File: src/rtl/sel_alu_pkg.sv
package sel_alu_pkg;

  typedef enum logic [2:0] {
    OP_ADD = 3'b000,
    OP_SUB = 3'b001,
    OP_OR  = 3'b010,
    OP_AND = 3'b011,
    OP_XOR = 3'b100,
    OP_SHR = 3'b101,
    OP_SHL = 3'b110,
    OP_NOT = 3'b111
  } opCodeT;

  typedef enum logic [2:0] {
    PICK_SUM,
    PICK_OR,
    PICK_AND,
    PICK_XOR,
    PICK_SHR,
    PICK_SHL,
    PICK_NOT
  } pickT;

  // Strobes from decode to datapath
  typedef struct packed {
    logic arith;    // adder result drives the outputs
    logic invertB;  // complement second operand
    logic carryIn;  // adder carry-in
    pickT pick;     // result source
  } ctrlT;

  // Nominal section size: 2, 2, 3, 4, 5, ...
  function automatic int secNominal(input int k);
    return (k == 0) ? 2 : k + 1;
  endfunction

  function automatic int secStart(input int k);
    int s;
    s = 0;
    for (int j = 0; j < k; j++) s += secNominal(j);
    return s;
  endfunction

  function automatic int secWidth(input int k, input int total);
    int rem;
    rem = total - secStart(k);
    return (secNominal(k) < rem) ? secNominal(k) : rem;
  endfunction

  function automatic int secCount(input int total);
    int k;
    k = 0;
    while (secStart(k) < total) k++;
    return k;
  endfunction

endpackage

File: src/rtl/csla_section.sv
module csla_section #(
  parameter int W     = 4,
  parameter bit FIRST = 1'b0
) (
  input  logic [W-1:0] a,
  input  logic [W-1:0] b,
  input  logic         cin,
  output logic [W-1:0] sum,
  output logic         cout
);

  if (FIRST) begin : g_plain
    // Lowest section ripples from the true carry-in
    logic [W:0] rc;
    always_comb begin
      rc[0] = cin;
      for (int i = 0; i < W; i++) begin
        sum[i]   = a[i] ^ b[i] ^ rc[i];
        rc[i+1]  = (a[i] & b[i]) | (rc[i] & (a[i] ^ b[i]));
      end
      cout = rc[W];
    end
  end else begin : g_select
    logic [W-1:0] sumZero;
    logic [W-1:0] sumOne;
    logic         carryZero;
    logic         carryOne;
    logic [W:0]   rc;
    logic [W:0]   allOnes;

    // Zero-carry ripple
    always_comb begin
      rc[0] = 1'b0;
      for (int i = 0; i < W; i++) begin
        sumZero[i] = a[i] ^ b[i] ^ rc[i];
        rc[i+1]    = (a[i] & b[i]) | (rc[i] & (a[i] ^ b[i]));
      end
      carryZero = rc[W];
    end

    // Increment by AND chain instead of a second ripple
    always_comb begin
      allOnes[0] = 1'b1;
      for (int i = 0; i < W; i++) begin
        sumOne[i]    = sumZero[i] ^ allOnes[i];
        allOnes[i+1] = allOnes[i] & sumZero[i];
      end
      carryOne = carryZero | allOnes[W];
    end

    assign sum  = cin ? sumOne : sumZero;
    assign cout = cin ? carryOne : carryZero;
  end

endmodule

File: src/rtl/csla_adder.sv
module csla_adder
  import sel_alu_pkg::*;
#(
  parameter int WIDTH = 128
) (
  input  logic [WIDTH-1:0] a,
  input  logic [WIDTH-1:0] b,
  input  logic             cin,
  output logic [WIDTH-1:0] sum,
  output logic             cout
);

  localparam int NSEC = secCount(WIDTH);

  logic [NSEC:0] chain;
  assign chain[0] = cin;

  for (genvar k = 0; k < NSEC; k++) begin : g_sec
    localparam int LO = secStart(k);
    localparam int WD = secWidth(k, WIDTH);
    csla_section #(
      .W     (WD),
      .FIRST (k == 0)
    ) u_sec (
      .a    (a[LO +: WD]),
      .b    (b[LO +: WD]),
      .cin  (chain[k]),
      .sum  (sum[LO +: WD]),
      .cout (chain[k+1])
    );
  end

  assign cout = chain[NSEC];

  // Section stitching must equal the true sum
  always_comb begin
    a_r10_section_chain: assert ({cout, sum} ==
                                 ({1'b0, a} + {1'b0, b} + {{WIDTH{1'b0}}, cin}))
      else $error("sectioned sum mismatch");
  end

endmodule

File: src/rtl/sel_alu_ctrl.sv
module sel_alu_ctrl
  import sel_alu_pkg::*;
(
  input  logic [2:0] opSel,
  output ctrlT       ctrl
);

  always_comb begin
    ctrl = '{arith: 1'b0, invertB: 1'b0, carryIn: 1'b0, pick: PICK_SUM};
    unique case (opCodeT'(opSel))
      OP_ADD: ctrl.arith = 1'b1;
      OP_SUB: begin
        ctrl.arith   = 1'b1;
        ctrl.invertB = 1'b1;
        ctrl.carryIn = 1'b1;
      end
      OP_OR:  ctrl.pick = PICK_OR;
      OP_AND: ctrl.pick = PICK_AND;
      OP_XOR: ctrl.pick = PICK_XOR;
      OP_SHR: ctrl.pick = PICK_SHR;
      OP_SHL: ctrl.pick = PICK_SHL;
      OP_NOT: ctrl.pick = PICK_NOT;
      default: ctrl.pick = PICK_SUM;
    endcase
  end

  // Subtract strobes travel together; adder output only for arithmetic
  always_comb begin
    a_r2_sub_strobes: assert (ctrl.invertB == ctrl.carryIn &&
                              (!ctrl.invertB || ctrl.arith))
      else $error("subtract strobes inconsistent");
  end

endmodule

File: src/rtl/sel_alu_datapath.sv
module sel_alu_datapath
  import sel_alu_pkg::*;
#(
  parameter int WIDTH = 128
) (
  input  logic [WIDTH-1:0] opA,
  input  logic [WIDTH-1:0] opB,
  input  ctrlT             ctrl,
  output logic [WIDTH-1:0] result,
  output logic             carryOut
);

  logic [WIDTH-1:0] addendB;
  logic [WIDTH-1:0] adderSum;
  logic             adderCarry;

  assign addendB = ctrl.invertB ? ~opB : opB;

  csla_adder #(.WIDTH(WIDTH)) u_adder (
    .a    (opA),
    .b    (addendB),
    .cin  (ctrl.carryIn),
    .sum  (adderSum),
    .cout (adderCarry)
  );

  always_comb begin
    unique case (ctrl.pick)
      PICK_SUM: result = adderSum;
      PICK_OR:  result = opA | opB;
      PICK_AND: result = opA & opB;
      PICK_XOR: result = opA ^ opB;
      PICK_SHR: result = {1'b0, opA[WIDTH-1:1]};
      PICK_SHL: result = {opA[WIDTH-2:0], 1'b0};
      PICK_NOT: result = ~opA;
      default:  result = adderSum;
    endcase
  end

  assign carryOut = ctrl.arith & adderCarry;

  always_comb begin
    if (ctrl.arith && !ctrl.invertB) begin
      a_r1_add_word: assert ({carryOut, result} == ({1'b0, opA} + {1'b0, opB}))
        else $error("add result wrong");
    end
    if (ctrl.arith && ctrl.invertB) begin
      a_r2_no_borrow: assert (carryOut == (opA >= opB) && result == opA - opB)
        else $error("subtract result wrong");
    end
    if (!ctrl.arith) begin
      a_r9_carry_quiet: assert (!carryOut)
        else $error("carry raised on non-arithmetic op");
    end
    if (ctrl.pick == PICK_SHR) begin
      a_r6_top_zero: assert (!result[WIDTH-1])
        else $error("right shift top bit not zero");
    end
    if (ctrl.pick == PICK_SHL) begin
      a_r7_low_zero: assert (!result[0])
        else $error("left shift low bit not zero");
    end
  end

endmodule

File: src/rtl/sel_alu.sv
module sel_alu
  import sel_alu_pkg::*;
#(
  parameter int WIDTH = 128
) (
  input  logic [WIDTH-1:0] opA,
  input  logic [WIDTH-1:0] opB,
  input  logic [2:0]       opSel,
  output logic [WIDTH-1:0] result,
  output logic             carryOut
);

  ctrlT ctrl;

  sel_alu_ctrl u_ctrl (
    .opSel (opSel),
    .ctrl  (ctrl)
  );

  sel_alu_datapath #(.WIDTH(WIDTH)) u_dp (
    .opA      (opA),
    .opB      (opB),
    .ctrl     (ctrl),
    .result   (result),
    .carryOut (carryOut)
  );

endmodule

File: config.mk
export PLATFORM = sky130hd
export DESIGN_NAME = sel_alu
export DESIGN_NICKNAME = d
export VERILOG_FILES = /design/src/rtl/sel_alu_pkg.sv /design/src/rtl/csla_section.sv /design/src/rtl/csla_adder.sv /design/src/rtl/sel_alu_ctrl.sv /design/src/rtl/sel_alu_datapath.sv /design/src/rtl/sel_alu.sv
export SDC_FILE = /design/constraint.sdc
export NUM_CORES = 1
export LEC_CHECK = 0
export BUFFER_PORTS_ARGS = -buffer_cell sky130_fd_sc_hd__buf_2
export CORE_MARGIN = 3
export CORE_UTILIZATION = 60
export DETAILED_ROUTE_END_ITERATION = 16
export PLACE_DENSITY = 0.86
export SLEW_MARGIN = 20
export SYNTH_ARGS = -nofsm -noshare
export SYNTH_HDL_FRONTEND = slang
export SYNTH_HIERARCHICAL = 1
export SYNTH_SLANG_ARGS = --single-unit
File: constraint.sdc
create_clock -name vclk -period 19.03
set_input_delay 0.9515 -clock vclk [all_inputs]
set_output_delay 0.9515 -clock vclk [all_outputs]
set_load 0.02 [all_outputs]
# [Word level (Yosys, flattened, before mapping)]
# Index checks and enable logic that the tools add are counted.
[word_totals] regBits=0 latch_bits=0 ram_bits=0 mem_bits_ro=0 input_bits=259 out_inout_bits=129 wordCells=903 mem_count=0
[op_classes] n_addsub=0 multipliers=0 div=0 order_cmp=0 n_eq_ne=13 shift=0 muxes=35 bitwise=853 n_reduce_logical=2
[ops] cell="one-hot mux 128 bit (6 select lines)" count=1
[ops] cell="AND 1 bit" count=353
[ops] cell="bitwise XOR 1 bit" count=352
[ops] cell="inverter 128 bit" count=2
[ops] cell="AND 128 bit" count=1
[ops] cell="2-to-1 mux 128 bit" count=1
[ops] cell="bitwise OR 1 bit" count=128
[ops] cell="bitwise OR 128 bit" count=1
[ops] cell="bitwise XOR 128 bit" count=1
[ops] cell="== test 3 bit (second input constant)" count=7
[ops] cell="one-hot mux 3 bit (6 select lines)" count=1
[ops] cell="2-to-1 mux 1 bit" count=16
[ops] cell="2-to-1 mux 15 bit" count=1
[ops] cell="inverter 1 bit" count=15
[ops] cell="2-to-1 mux 14 bit" count=1
[ops] cell="2-to-1 mux 7 bit" count=2
[ops] cell="2-to-1 mux 13 bit" count=1
[ops] cell="== test 3 x 2 -> 1 bit (second input constant)" count=4
[ops] cell="2-to-1 mux 12 bit" count=1
[ops] cell="2-to-1 mux 11 bit" count=1
[ops] cell="2-to-1 mux 10 bit" count=1
[ops] cell="2-to-1 mux 9 bit" count=1
[ops] cell="2-to-1 mux 8 bit" count=1
[ops] cell="== test 3 x 1 -> 1 bit (second input constant)" count=2
[ops] cell="7 further kinds" count=8

# [Longest topological paths before layout]
[depth] ltp_word=36 mapped_depth=55 depth_no_buf=38

# [Cells and area by module]
# Netlist, hierarchy kept.
[by_module_without_submodules] module="sel_alu_datapath" n_inst=1 cells_per_inst=1899 area_each_um2=12510.7 seq_area_each_um2=0.0
[by_module_without_submodules] module="csla_section (u_dp.u_adder.g_sec[14].u_sec)" n_inst=1 cells_per_inst=99 area_each_um2=814.5 seq_area_each_um2=0.0
[by_module_without_submodules] module="csla_section (u_dp.u_adder.g_sec[13].u_sec)" n_inst=1 cells_per_inst=91 area_each_um2=758.2 seq_area_each_um2=0.0
[by_module_without_submodules] module="csla_section (u_dp.u_adder.g_sec[15].u_sec ...)" n_inst=2 cells_per_inst=44 area_each_um2=370.4 seq_area_each_um2=0.0
[by_module_without_submodules] module="csla_section (u_dp.u_adder.g_sec[12].u_sec)" n_inst=1 cells_per_inst=87 area_each_um2=693.2 seq_area_each_um2=0.0
[by_module_without_submodules] module="csla_section (u_dp.u_adder.g_sec[11].u_sec)" n_inst=1 cells_per_inst=67 area_each_um2=634.4 seq_area_each_um2=0.0
[by_module_without_submodules] module="csla_section (u_dp.u_adder.g_sec[10].u_sec)" n_inst=1 cells_per_inst=73 area_each_um2=595.6 seq_area_each_um2=0.0
[by_module_without_submodules] module="csla_section (u_dp.u_adder.g_sec[9].u_sec)" n_inst=1 cells_per_inst=62 area_each_um2=535.5 seq_area_each_um2=0.0
[by_module_without_submodules] module="csla_section (u_dp.u_adder.g_sec[8].u_sec)" n_inst=1 cells_per_inst=55 area_each_um2=490.5 seq_area_each_um2=0.0
[by_module_without_submodules] module="csla_section (u_dp.u_adder.g_sec[7].u_sec)" n_inst=1 cells_per_inst=49 area_each_um2=435.4 seq_area_each_um2=0.0
[by_module_without_submodules] module="csla_section (u_dp.u_adder.g_sec[5].u_sec)" n_inst=1 cells_per_inst=37 area_each_um2=321.6 seq_area_each_um2=0.0
[by_module_without_submodules] module="csla_section (u_dp.u_adder.g_sec[4].u_sec)" n_inst=1 cells_per_inst=31 area_each_um2=262.8 seq_area_each_um2=0.0
[by_module_without_submodules] module="csla_section (u_dp.u_adder.g_sec[3].u_sec)" n_inst=1 cells_per_inst=21 area_each_um2=183.9 seq_area_each_um2=0.0
[by_module_without_submodules] module="csla_section (u_dp.u_adder.g_sec[2].u_sec)" n_inst=1 cells_per_inst=18 area_each_um2=143.9 seq_area_each_um2=0.0
[by_module_without_submodules] module="+3 rows"

# [Worst setup path after synthesis]
# Ideal clock, no wire load.
[synth_timing] path_kind="input-to-output" startpoint="in opSel[1]" endpoint="out result[125]" arrival_ns=8.442 t_required_ns=18.078 setup_slack_ns=9.636 cell_stages=35 n_path_buf=6 cell_sequence="nor2_2 and2_1 buf_4 clkbuf_1 buf_2 xor2_1 ha_1 inv_1 fa_1 fa_1 fa_1 fa_1 fa_1 fa_1 fa_1 fa_1 fa_1 fa_1 inv_1 fa_1 inv_1 fa_1 fa_1 inv_1 ha_1 nand2_1 nand2_1 buf_6 buf_2 nand2_1 nand2_1 buf_6 mux2_4 nor2_1 a21oi_1"
[synth_rtl] item="start: declaration" line="sel_alu.sv:8" text="input logic [2:0] opSel,"
[synth_rtl] item="end: declaration" line="sel_alu.sv:9" text="output logic [WIDTH-1:0] result,"

==> flow_metrics.tcl <==
set metrics [dict create \
    setup_violations 0 \
    track_usage 0.337 \
    post_drt_wl_per_cell_um 18.5 \
    critPathKind "in -> out" \
    arrival_ns 12.02 \
    first_pass_iters 6 \
    max_freq_mhz 77.1 \
    nClkBuffers 0 \
    dp_hpwl_mm 44.0 \
    p_per_area_mw_per_mm2 41.0 \
    drive_gt1_frac 0.166 \
    syn_area_per_cell_um2 7.15 \
    grt_pass1_wl_mm 96.7 \
    vias 20200 \
    status "finished, final reports clean" \
    ys_top_cells_by_count "inv_1, ha_1, a21oi_1" \
    synthCells 2701 \
    grt_max_degree 193 \
    drv_cap 0 \
    pin_count 388 \
    die_x_um 185 \
    synth_nets 3455 \
    yosysUniqueCellTypes 43 \
    period_minus_slack_ns 12.97 \
    crit_path_frequent_cell "nand2_1" \
    place.gp.congestion 0.920 \
    post_cts_resized 0 \
    tns_ns 0 \
    dieHeight_um 185 \
    die_area_mm2 0.0344 \
    yosysSeqAreaShare 0 \
    cts_hold_buf 0 \
    finalCritPeriodShare 0.682 \
    cp.required_ns 18.08 \
    hold_class "in -> out" \
    drv_slew 0 \
    critPathSlowestCell "buf_4" \
    antenna_found_initial 26 \
    fp.coreArea_mm2 0.0316 \
    utilization 0.665 \
    io_buffer_count 388 \
    rsz0062_at_grt "no" \
    power.leakage_nw 12.0 \
    start_kind "input pin" \
    yosysWarnings 6 \
    antenna_left 0 \
    peakVddDrop_v 0.0000297 \
    routed_via_density 6.06 \
    setup_ws_ns 6.06 \
    slowest_delay_ns 0.77 \
    pre_cts_ws_ns 6.11 \
    seqCellArea_um2 0 \
    drc 0 \
    synth_area_leaders "ha_1, fa_1, inv_1" \
    routed_wl_mm 61.6 \
    fillers 2715 \
    maxSlewHeadroom 0.210 \
    first_iter_violations 1811 \
    rows 65 \
    power.total_w 0.000863 \
    start_util 0.611 \
    fin_nets 3671 \
    n_sequential_cell 0 \
    worst_slew_pin_slew_ns 1.19 \
    hold_viol 0 \
    endpoint_kind "output pin" \
    grt_pass1_vias 20052 \
    netlist.top_cell.by_area "ha_1" \
    gr-total-overflow 0 \
    area_growth_pct 8.85 \
    yosysMostFrequentCell "inv_1" \
    multi_input_area_mm2 0.0161 \
    synth.cell_area_mm2 0.0193 \
    fin_area_mm2 0.0210 \
    post_dp_cell_area_mm2 0.0210 \
    cp_max_fo 48 \
    synth_top_cell_area_share 0.247 \
    post_cts_buffers 0 \
]
cell families (layout without fill, tap and decap cells):
logic type	after synthesis	in the layout	synth area share
AO/OA/AOI/OAI	742	742	0.239
adder cells (fa/ha/maj)	495	495	0.365
buffers and inverters	782	996	0.168
other	0	16	0
AND/OR/NAND/NOR	419	419	0.0908
multiplexers	120	120	0.0722
XOR/XNOR	143	143	0.0652
power by group:
part,internal (W),leakage (nW),total (W),switching (W)
Clock,0.000000000113,0.000101,0.000000000113,0
Combinational,0.000342,12.0,0.000863,0.000520
Sequential,0,0,0,0
Total,0.000342,12.0,0.000863,0.000520
metal layers:
metal / GRT usage / routed length (µm) / up-vias
met1: 0.418 / 24000 / 9460
met4: 0.154 / 2630 / 20
li1: - / - / 9346
met5: 0 / 127 / -
met3: 0.0564 / 6040 / 221
met2: 0.573 / 28800 / 1153
cell usage in the layout, fill, tap and decap left out, drive strengths merged, types with 5 or more instances in the layout:
cell	netlist	routed
o22a	68	68
nand2b	5	5
fa	113	113
o32ai	23	23
nand3	67	67
ha	382	382
diode	0	16
o32a	36	36
nor2b	27	27
a21oi	258	258
o21a	6	6
nand2	201	201
xor2	143	143
buf	117	408
nor2	114	114
o21ai	220	220
mux2	58	58
mux2i	62	62
a221o	18	18
o221ai	18	18
a22oi	29	29
o211ai	33	33
o22ai	22	22
inv	588	588
through the flow:
stage / hold slack (ns) / cells
5_1_grt: 2.42 / 3333
3_5_place_dp: 2.39 / 3316
6_report: 2.39 / 3333
3_3_place_gp: 2.37 / 3316
4_1_cts: 2.39 / 3316
2_1_floorplan: 2.13 / 2701
critical path: cells and delay by family:
family	cells	cell delay (ns)
AO/OA/AOI/OAI	2	0.92
XOR/XNOR	1	0.21
adder cells (fa/ha/maj)	8	2.45
buffers and inverters	7	1.31
multiplexers	1	0.39
AND/OR/NAND/NOR	18	5.69
final cells by class:
class                           count  share of cell area
Antenna cell                       16             0.00190
Inverter                          588               0.105
Multi-Input combinational cell   1919               0.768
Tap cell                          402              0.0239
Timing Repair Buffer              408               0.101
worst paths after layout:
check,from,end,slack [ns],depth (start not counted)
min,opA[9],result[9],2.39,5
max,opSel[1],result[124],6.06,37
Power figures use the tool's default switching activity.
